[src/rtl/spiclk_pkg.sv]
package spiclk_pkg;
  // Strobes from the control half to the divider datapath
  typedef struct packed {
    logic reload;  // load both counters with the start-of-period values
    logic run;     // advance the counters this cycle
  } clkStrobeT;
endpackage

[src/rtl/spiclk_ctl.sv]
module spiclk_ctl
  import spiclk_pkg::*;
#(
  parameter int PRE_W = 8,
  parameter int SCR_W = 8
) (
  input  logic             clk,
  input  logic             rstN,
  input  logic             portEnable,
  input  logic             xferActive,
  input  logic             preWrEn,
  input  logic [PRE_W-1:0] preWrData,
  input  logic             scrWrEn,
  input  logic [SCR_W-1:0] scrWrData,
  output logic [PRE_W-1:0] preReg,
  output logic [SCR_W-1:0] scrReg,
  output clkStrobeT        strobes
);
  localparam logic [PRE_W-1:0] PRE_MIN = PRE_W'(2);

  logic             wrAny;
  logic             reloadQ;
  logic [PRE_W-1:0] preEven;
  logic [PRE_W-1:0] preNext;

  assign wrAny   = preWrEn | scrWrEn;
  assign preEven = {preWrData[PRE_W-1:1], 1'b0};
  assign preNext = (preEven < PRE_MIN) ? PRE_MIN : preEven;

  always_ff @(posedge clk) begin
    if (!rstN) begin
      preReg  <= PRE_MIN;
      scrReg  <= '0;
      reloadQ <= 1'b1;
    end else begin
      if (preWrEn) preReg <= preNext;
      if (scrWrEn) scrReg <= scrWrData;
      // a write or a stop puts the dividers back at period start next cycle
      reloadQ <= wrAny | ~portEnable | ~xferActive;
    end
  end

  always_comb begin
    strobes.reload = reloadQ;
    strobes.run    = portEnable & xferActive & ~reloadQ & ~wrAny;
  end

  // the stored prescaler is always even
  p_prescale_even_r4: assert property (@(posedge clk) disable iff (!rstN)
    preReg[0] == 1'b0);

  // the stored prescaler never falls below two
  p_prescale_min_r5: assert property (@(posedge clk) disable iff (!rstN)
    preReg >= PRE_MIN);

  // the cycle after a divisor write is a reload cycle, never a run cycle
  p_write_reload_r7: assert property (@(posedge clk) disable iff (!rstN)
    wrAny |=> (strobes.reload && !strobes.run));
endmodule

[src/rtl/spiclk_dp.sv]
module spiclk_dp
  import spiclk_pkg::*;
#(
  parameter int PRE_W = 8,
  parameter int SCR_W = 8
) (
  input  logic             clk,
  input  logic             rstN,
  input  clkStrobeT        strobes,
  input  logic [PRE_W-2:0] preHalf,
  input  logic [SCR_W-1:0] scrVal,
  output logic             halfTick
);
  localparam int HALF_W = PRE_W - 1;

  logic [HALF_W-1:0] preCnt;
  logic [SCR_W-1:0]  scrCnt;
  logic [HALF_W-1:0] preLoad;
  logic              preTick;

  assign preLoad  = preHalf - HALF_W'(1);
  assign preTick  = strobes.run && (preCnt == '0);
  assign halfTick = preTick && (scrCnt == '0);

  // first stage: divide by half the even prescaler
  always_ff @(posedge clk) begin
    if (!rstN) begin
      preCnt <= '0;
    end else if (strobes.reload) begin
      preCnt <= preLoad;
    end else if (strobes.run) begin
      preCnt <= (preCnt == '0) ? preLoad : preCnt - HALF_W'(1);
    end
  end

  // second stage: count RATE+1 prescaler ticks per half bit
  always_ff @(posedge clk) begin
    if (!rstN) begin
      scrCnt <= '0;
    end else if (strobes.reload) begin
      scrCnt <= scrVal;
    end else if (preTick) begin
      scrCnt <= (scrCnt == '0) ? scrVal : scrCnt - SCR_W'(1);
    end
  end

  // while running, the counters stay inside the current divisor range
  p_cnt_bound_r2: assert property (@(posedge clk) disable iff (!rstN)
    strobes.run |-> (preCnt < preHalf && scrCnt <= scrVal));

  // a tick is followed by a quiet cycle unless the period is one cycle
  p_single_tick_r8: assert property (@(posedge clk) disable iff (!rstN)
    (halfTick && !(preHalf == HALF_W'(1) && scrVal == '0)) |=> !halfTick);
endmodule

[src/rtl/spiclk_gen.sv]
module spiclk_gen
  import spiclk_pkg::*;
#(
  parameter int PRE_W = 8,
  parameter int SCR_W = 8
) (
  input  logic             clk,
  input  logic             rstN,
  input  logic             portEnable,
  input  logic             xferActive,
  input  logic             preWrEn,
  input  logic [PRE_W-1:0] preWrData,
  input  logic             scrWrEn,
  input  logic [SCR_W-1:0] scrWrData,
  output logic [PRE_W-1:0] preRd,
  output logic [SCR_W-1:0] scrRd,
  output logic             halfTick
);
  clkStrobeT        strobes;
  logic [PRE_W-1:0] preReg;
  logic [SCR_W-1:0] scrReg;

  spiclk_ctl #(.PRE_W(PRE_W), .SCR_W(SCR_W)) i_ctl (
    .clk        (clk),
    .rstN       (rstN),
    .portEnable (portEnable),
    .xferActive (xferActive),
    .preWrEn    (preWrEn),
    .preWrData  (preWrData),
    .scrWrEn    (scrWrEn),
    .scrWrData  (scrWrData),
    .preReg     (preReg),
    .scrReg     (scrReg),
    .strobes    (strobes)
  );

  spiclk_dp #(.PRE_W(PRE_W), .SCR_W(SCR_W)) i_dp (
    .clk      (clk),
    .rstN     (rstN),
    .strobes  (strobes),
    .preHalf  (preReg[PRE_W-1:1]),
    .scrVal   (scrReg),
    .halfTick (halfTick)
  );

  assign preRd = preReg;
  assign scrRd = scrReg;

  // no tick without an enabled port and an active transfer
  p_tick_gated_r9: assert property (@(posedge clk) disable iff (!rstN)
    halfTick |-> (portEnable && xferActive));
endmodule

[config.mk]
export PLATFORM = sky130hd
export DESIGN_NAME = spiclk_gen
export DESIGN_NICKNAME = d
export VERILOG_FILES = /design/src/rtl/spiclk_pkg.sv /design/src/rtl/spiclk_ctl.sv /design/src/rtl/spiclk_dp.sv /design/src/rtl/spiclk_gen.sv
export SDC_FILE = /design/constraint.sdc
export NUM_CORES = 1
export LEC_CHECK = 0
export BUFFER_PORTS_ARGS = -buffer_cell sky130_fd_sc_hd__buf_2
export CAP_MARGIN = 20
export CORE_ASPECT_RATIO = 0.9
export CORE_MARGIN = 1.5
export CORE_UTILIZATION = 48
export CTS_BUF_LIST = sky130_fd_sc_hd__clkbuf_8 sky130_fd_sc_hd__clkbuf_16
export CTS_CLUSTER_SIZE = 16
export DETAILED_ROUTE_END_ITERATION = 8
export PLACE_DENSITY = 0.76
export SYNTH_ARGS = -nofsm -noshare
export SYNTH_HDL_FRONTEND = slang
export SYNTH_SLANG_ARGS = --single-unit
[constraint.sdc]
create_clock -name clk -period 1.8 [get_ports clk]
set_input_delay 0.36 -clock clk [delete_from_list [all_inputs] [get_ports clk]]
set_output_delay 0.36 -clock clk [all_outputs]
set_load 0.03 [all_outputs]
Word level (Yosys, flattened, before mapping)
Cells that the tools add are included.

cells by class
  mux-type cells = 7
  $lt $le $gt $ge = 1
  add/sub/neg operators = 3
  bitwise gates (word level) = 10
  reductions and logical operators = 6

operators by type and width
  cell                                                 count
  two-way mux 8 bit                                    4
  two-way mux 7 bit                                    3
  subtractor 7 x 1 -> 7 bit (second input constant)    2
  zero test 8 bit                                      1
  < comparator 8 x 2 -> 1 bit (second input constant)  1
  subtractor 8 x 1 -> 8 bit (second input constant)    1
  zero test 7 bit                                      1
  inverter 1 bit                                       4
  nonzero test 2 bit                                   2
  AND 1 bit                                            3
  OR 1 bit                                             3
  logical AND 1 bit                                    2

storage, ports and cells
  register bits after elaboration = 32
  logic and storage cells = 32
  output and inout port bits = 17
  bits of input ports = 22

Logic depth before layout (Yosys ltp)
  depth in word-level cells = 6
  depth in mapped cells = 8
  depth with buffers taken out = 7

Cells and area by module
A second synthesis with hierarchy kept.

second synthesis, totals
  cells, all modules = 201
  area total of the unflattened synthesis = 1790.5 sq um

modules (own cells, without submodules)
  module      sequential area each (sq um)  instances  cells each  area each (sq um)
  spiclk_dp   300.3                         1          141         1147.4
  spiclk_ctl  320.3                         1          60          643.1

Worst setup path before layout
OpenSTA, ideal clock, no wires.

  path kind = register to output
  from = reg i_dp.preCnt[2]
  to = out halfTick
  arrival = 2408 ps
  data required time = 1440 ps
  stages on the path, launching flop included = 5
  setup slack = -968 ps
  path buffers = 0
  cell sequence = dfxtp_1 > or4_4 > nor3b_1 > nand2_1 > nor4_1

on the way
  cells in the longest elaborated chain, start to end = 3

ends and longest elaborated chain
  element                   line              source
  start: declaration        spiclk_dp.sv:16   logic [HALF_W-1:0] preCnt;
  start signal: assignment  spiclk_dp.sv:30   preCnt <= preLoad;
  start signal: assignment  spiclk_dp.sv:32   preCnt <= (preCnt == '0) ? preLoad : preCnt - HALF_W'(1);
  zero test 7 bit           spiclk_dp.sv:22   assign preTick = strobes.run && (preCnt == '0);
  logical AND 1 bit         spiclk_dp.sv:22
  logical AND 1 bit         spiclk_dp.sv:23   assign halfTick = preTick && (scrCnt == '0);
  end: declaration          spiclk_gen.sv:17  output logic halfTick

Every way passes these cells.

Final worst setup path
  from = reg i_dp.preCnt[3]
  to = out halfTick

Same word-level chain as after synthesis.

==> impl_metrics.yaml <==
routing:
  drtIter0Drc: 99
  dr.pass1.iters: 4
  post_drt_wl_per_cell_um: 13.8
  drc: 0
  viasPerCell: 5.48
  num_vias: 1694
  ant_nets: 0
  routed_wirelength_mm: 4.28
synth:
  syn_area_um2: 1680
  synth_nets: 229
  ys_warn_count: 0
  ys_top_cells_by_area: "dfxtp_1 37%, mux2i_1 11%, nand2_1 4.5%"
  synth_edf_count: 0
  syn_area_per_cell_um2: 8.33
  ys_async_sr_fraction_pct: 0
  ys_ff_latch: 31
  yosysTopAreaCell: "dfxtp_1"
  yosysSeqAreaShare_pct: 36.9
  ys_types: 43
  synth.top_cell.area_share_pct: 36.9
  synthCells: 202
  synth_ff_type: "dfxtp_1"
sta:
  finalWorstSetupSlack_ps: -453
  finalCritPeriodShare_pct: 125
  max_freq_mhz: 444
  maxSlewHeadroom_pct: 59.8
  tightest_slew_ps: 603
  finalSetupViolCount: 16
  timing.final.crit_period_ps: 2250
  rsz0062_at_grt: "true"
  fin_skew_ps: 8.53
  hold_viol: 0
  slew_violations: 0
pwr:
  switching_share_pct: 30.5
  comb_power_share_pct: 26.3
  switching_power_w: 0.000516
  finalPower_w: 0.00169
  leakage_nw: 1.00
  pwr-share-clk_pct: 28.6
  power_density_nw_per_um2: 735
  seqPwrFrac_pct: 45.0
  ir_worst_vdd_v: 0.000657
  internal-power_w: 0.00118
grt:
  grt_first_pass_wirelength_mm: 6.70
  grt_start_max_net_pins: 17
  grt_pass1_vias: 1491
  antenna_found_initial: 0
  gr-total-overflow: 0
  grt_usage_pct: 22.2
clock_tree:
  clockBufferDepth: 2
  worstSkewPairLatency_ps: 280
  htree_levels: 2
  clock-sinks: 31
  cts_tree: "built"
  cts_root_buffer: "clkbuf_8"
  cts-buffers-inserted: 5
  path_clk_slew_ps: 60
die:
  die_h_um: 59.2
  io_pins: 39
  core_area_um2: 3350
  die_area_um2: 3870
  die_w_um: 65.4
  core.rowCount: 20
  start_util_pct: 50.2
cells_and_area:
  final_nets: 293
  seqCellArea_um2: 622
  syn_to_final_growth_pct: 36.9
  mostFrequentLayoutCell: "buf_2"
  final_cell_mix: "35 x buf_2, 30 x dfxtp_1, 29 x buf_4, 20 x nor2_1, 19 x nand2_1"
  final_core_util_pct: 68.7
  num-fill-cells: 281
  multiInputGateArea_um2: 1090
  antenna_cells: 0
  drive_above_1_share_pct: 35.8
flow_run:
  maxCapViolations: 0
critical_path:
  criticalPathCategory: "reg2out"
  cp-end-kind: "output port"
  crit_fanout: 2
  cp.arrival_ps: 1890
  start_kind: "flop"
  required_ps: 1440
worst_hold_path:
  min_path_type: "in2reg"
placed_design:
  numPortBuffers: 36
  gp_congestion: 0.897
  place_hpwl_mm: 2.97
outcome:
  violations: "setup timing"
  status: "finished, violations left"
-- synth_stat cells (4+ instances only) --
master and instances:
a21oi_1 14, clkbuf_1 8, dfxtp_1 31, ha_1 5, inv_1 8, mux2i_1 18, nand2_1 20, nand3_1 5
nor2_1 20, nor2b_1 5, nor3_1 6, nor4_1 4, o21ai_0 9, o22ai_1 5
-- flip-flops by register name (all words and copies together), names as in the netlist --
register / count
i_ctl.reloadQ: 1
i_ctl.preReg: 7
i_ctl.scrReg: 8
i_dp.preCnt: 7
i_dp.scrCnt: 8
-- repair_timing --
item | CTS | global route
endpoints found under the setup margin | 16 | 16
gates resized for setup | 5 | 19
hold buffers | 0 | 0
pin swaps | 4 | 12
setup buffers | 2 | 4
-- worst max-delay path, cell delays in order, from the launching register on --
cell     delay, ps
dfxtp_2        320
or4_4          540
buf_6          140
nor3b_4        200
nand2_2        100
nor4_4         120
buf_4          190
-- stage by stage --
step / cell area, µm² / TNS, ps / setup WS [ps] / cells / hold WS [ps]
final: 2300 / -2340 / -453 / 309 / 319
after global routing: 2300 / -3340 / -520 / 309 / 335
after CTS: 2190 / -2480 / -432 / 306 / 322
after detailed placement: 2090 / -2010 / -204 / 298 / 478
after global placement: 2090 / -1820 / -183 / 298 / 476
after floorplan: 1710 / -575 / -131 / 202 / 445
-- final cells by class --
class | count | area share, %
clock buffers | 5 | 2.99
clock inverters | 1 | 0.163
inverters | 10 | 1.63
multi-input cells | 151 | 47.3
flip-flops and latches | 31 | 27.0
well taps | 44 | 2.39
repair buffers | 67 | 18.5
-- per-layer routing --
metal / GRT usage, % / wire length, µm / vias up
met5: 0 / 0 / -
met1: 30.9 / 1980 / 772
li1: - / - / 856
met2: 34.8 / 2000 / 62
met4: 6.25 / 33 / 0
met3: 4.75 / 269 / 4
-- power by group through the flow --
stage	combinational, W	sequential, W	clock, W
after CTS	0.000405	0.000761	0.000490
after global placement	0.000389	0.000775	0
final	0.000446	0.000763	0.000485
after floorplan	0.000224	0.000814	0
after detailed placement	0.000396	0.000776	0
after global routing	0.000488	0.000767	0.000517
-- path summary, 6_finish.rpt --
check / slack [ps] / to / from / cells after the start
setup / recovery: -450 / halfTick / i_dp.preCnt[3] / 6
hold / removal: 320 / i_ctl.scrReg[3] / scrWrData[3] / 3
setup reg to reg: -280 / i_dp.scrCnt[5] / i_dp.preCnt[3] / 9
hold reg to reg: 490 / i_dp.scrCnt[6] / i_dp.scrCnt[6] / 2
-- cells by family after synthesis --
logic type,after synthesis,share of synthesized area (%)
other,1,0.223
multiplexers,18,10.7
buffers and inverters,20,5.13
adder cells (fa/ha/maj),5,3.72
AO/OA/AOI/OAI,46,18.0
AND/OR/NAND/NOR,76,22.8
XOR/XNOR,5,2.60
flip-flops,31,36.9
(Power assumes the default switching activity.)
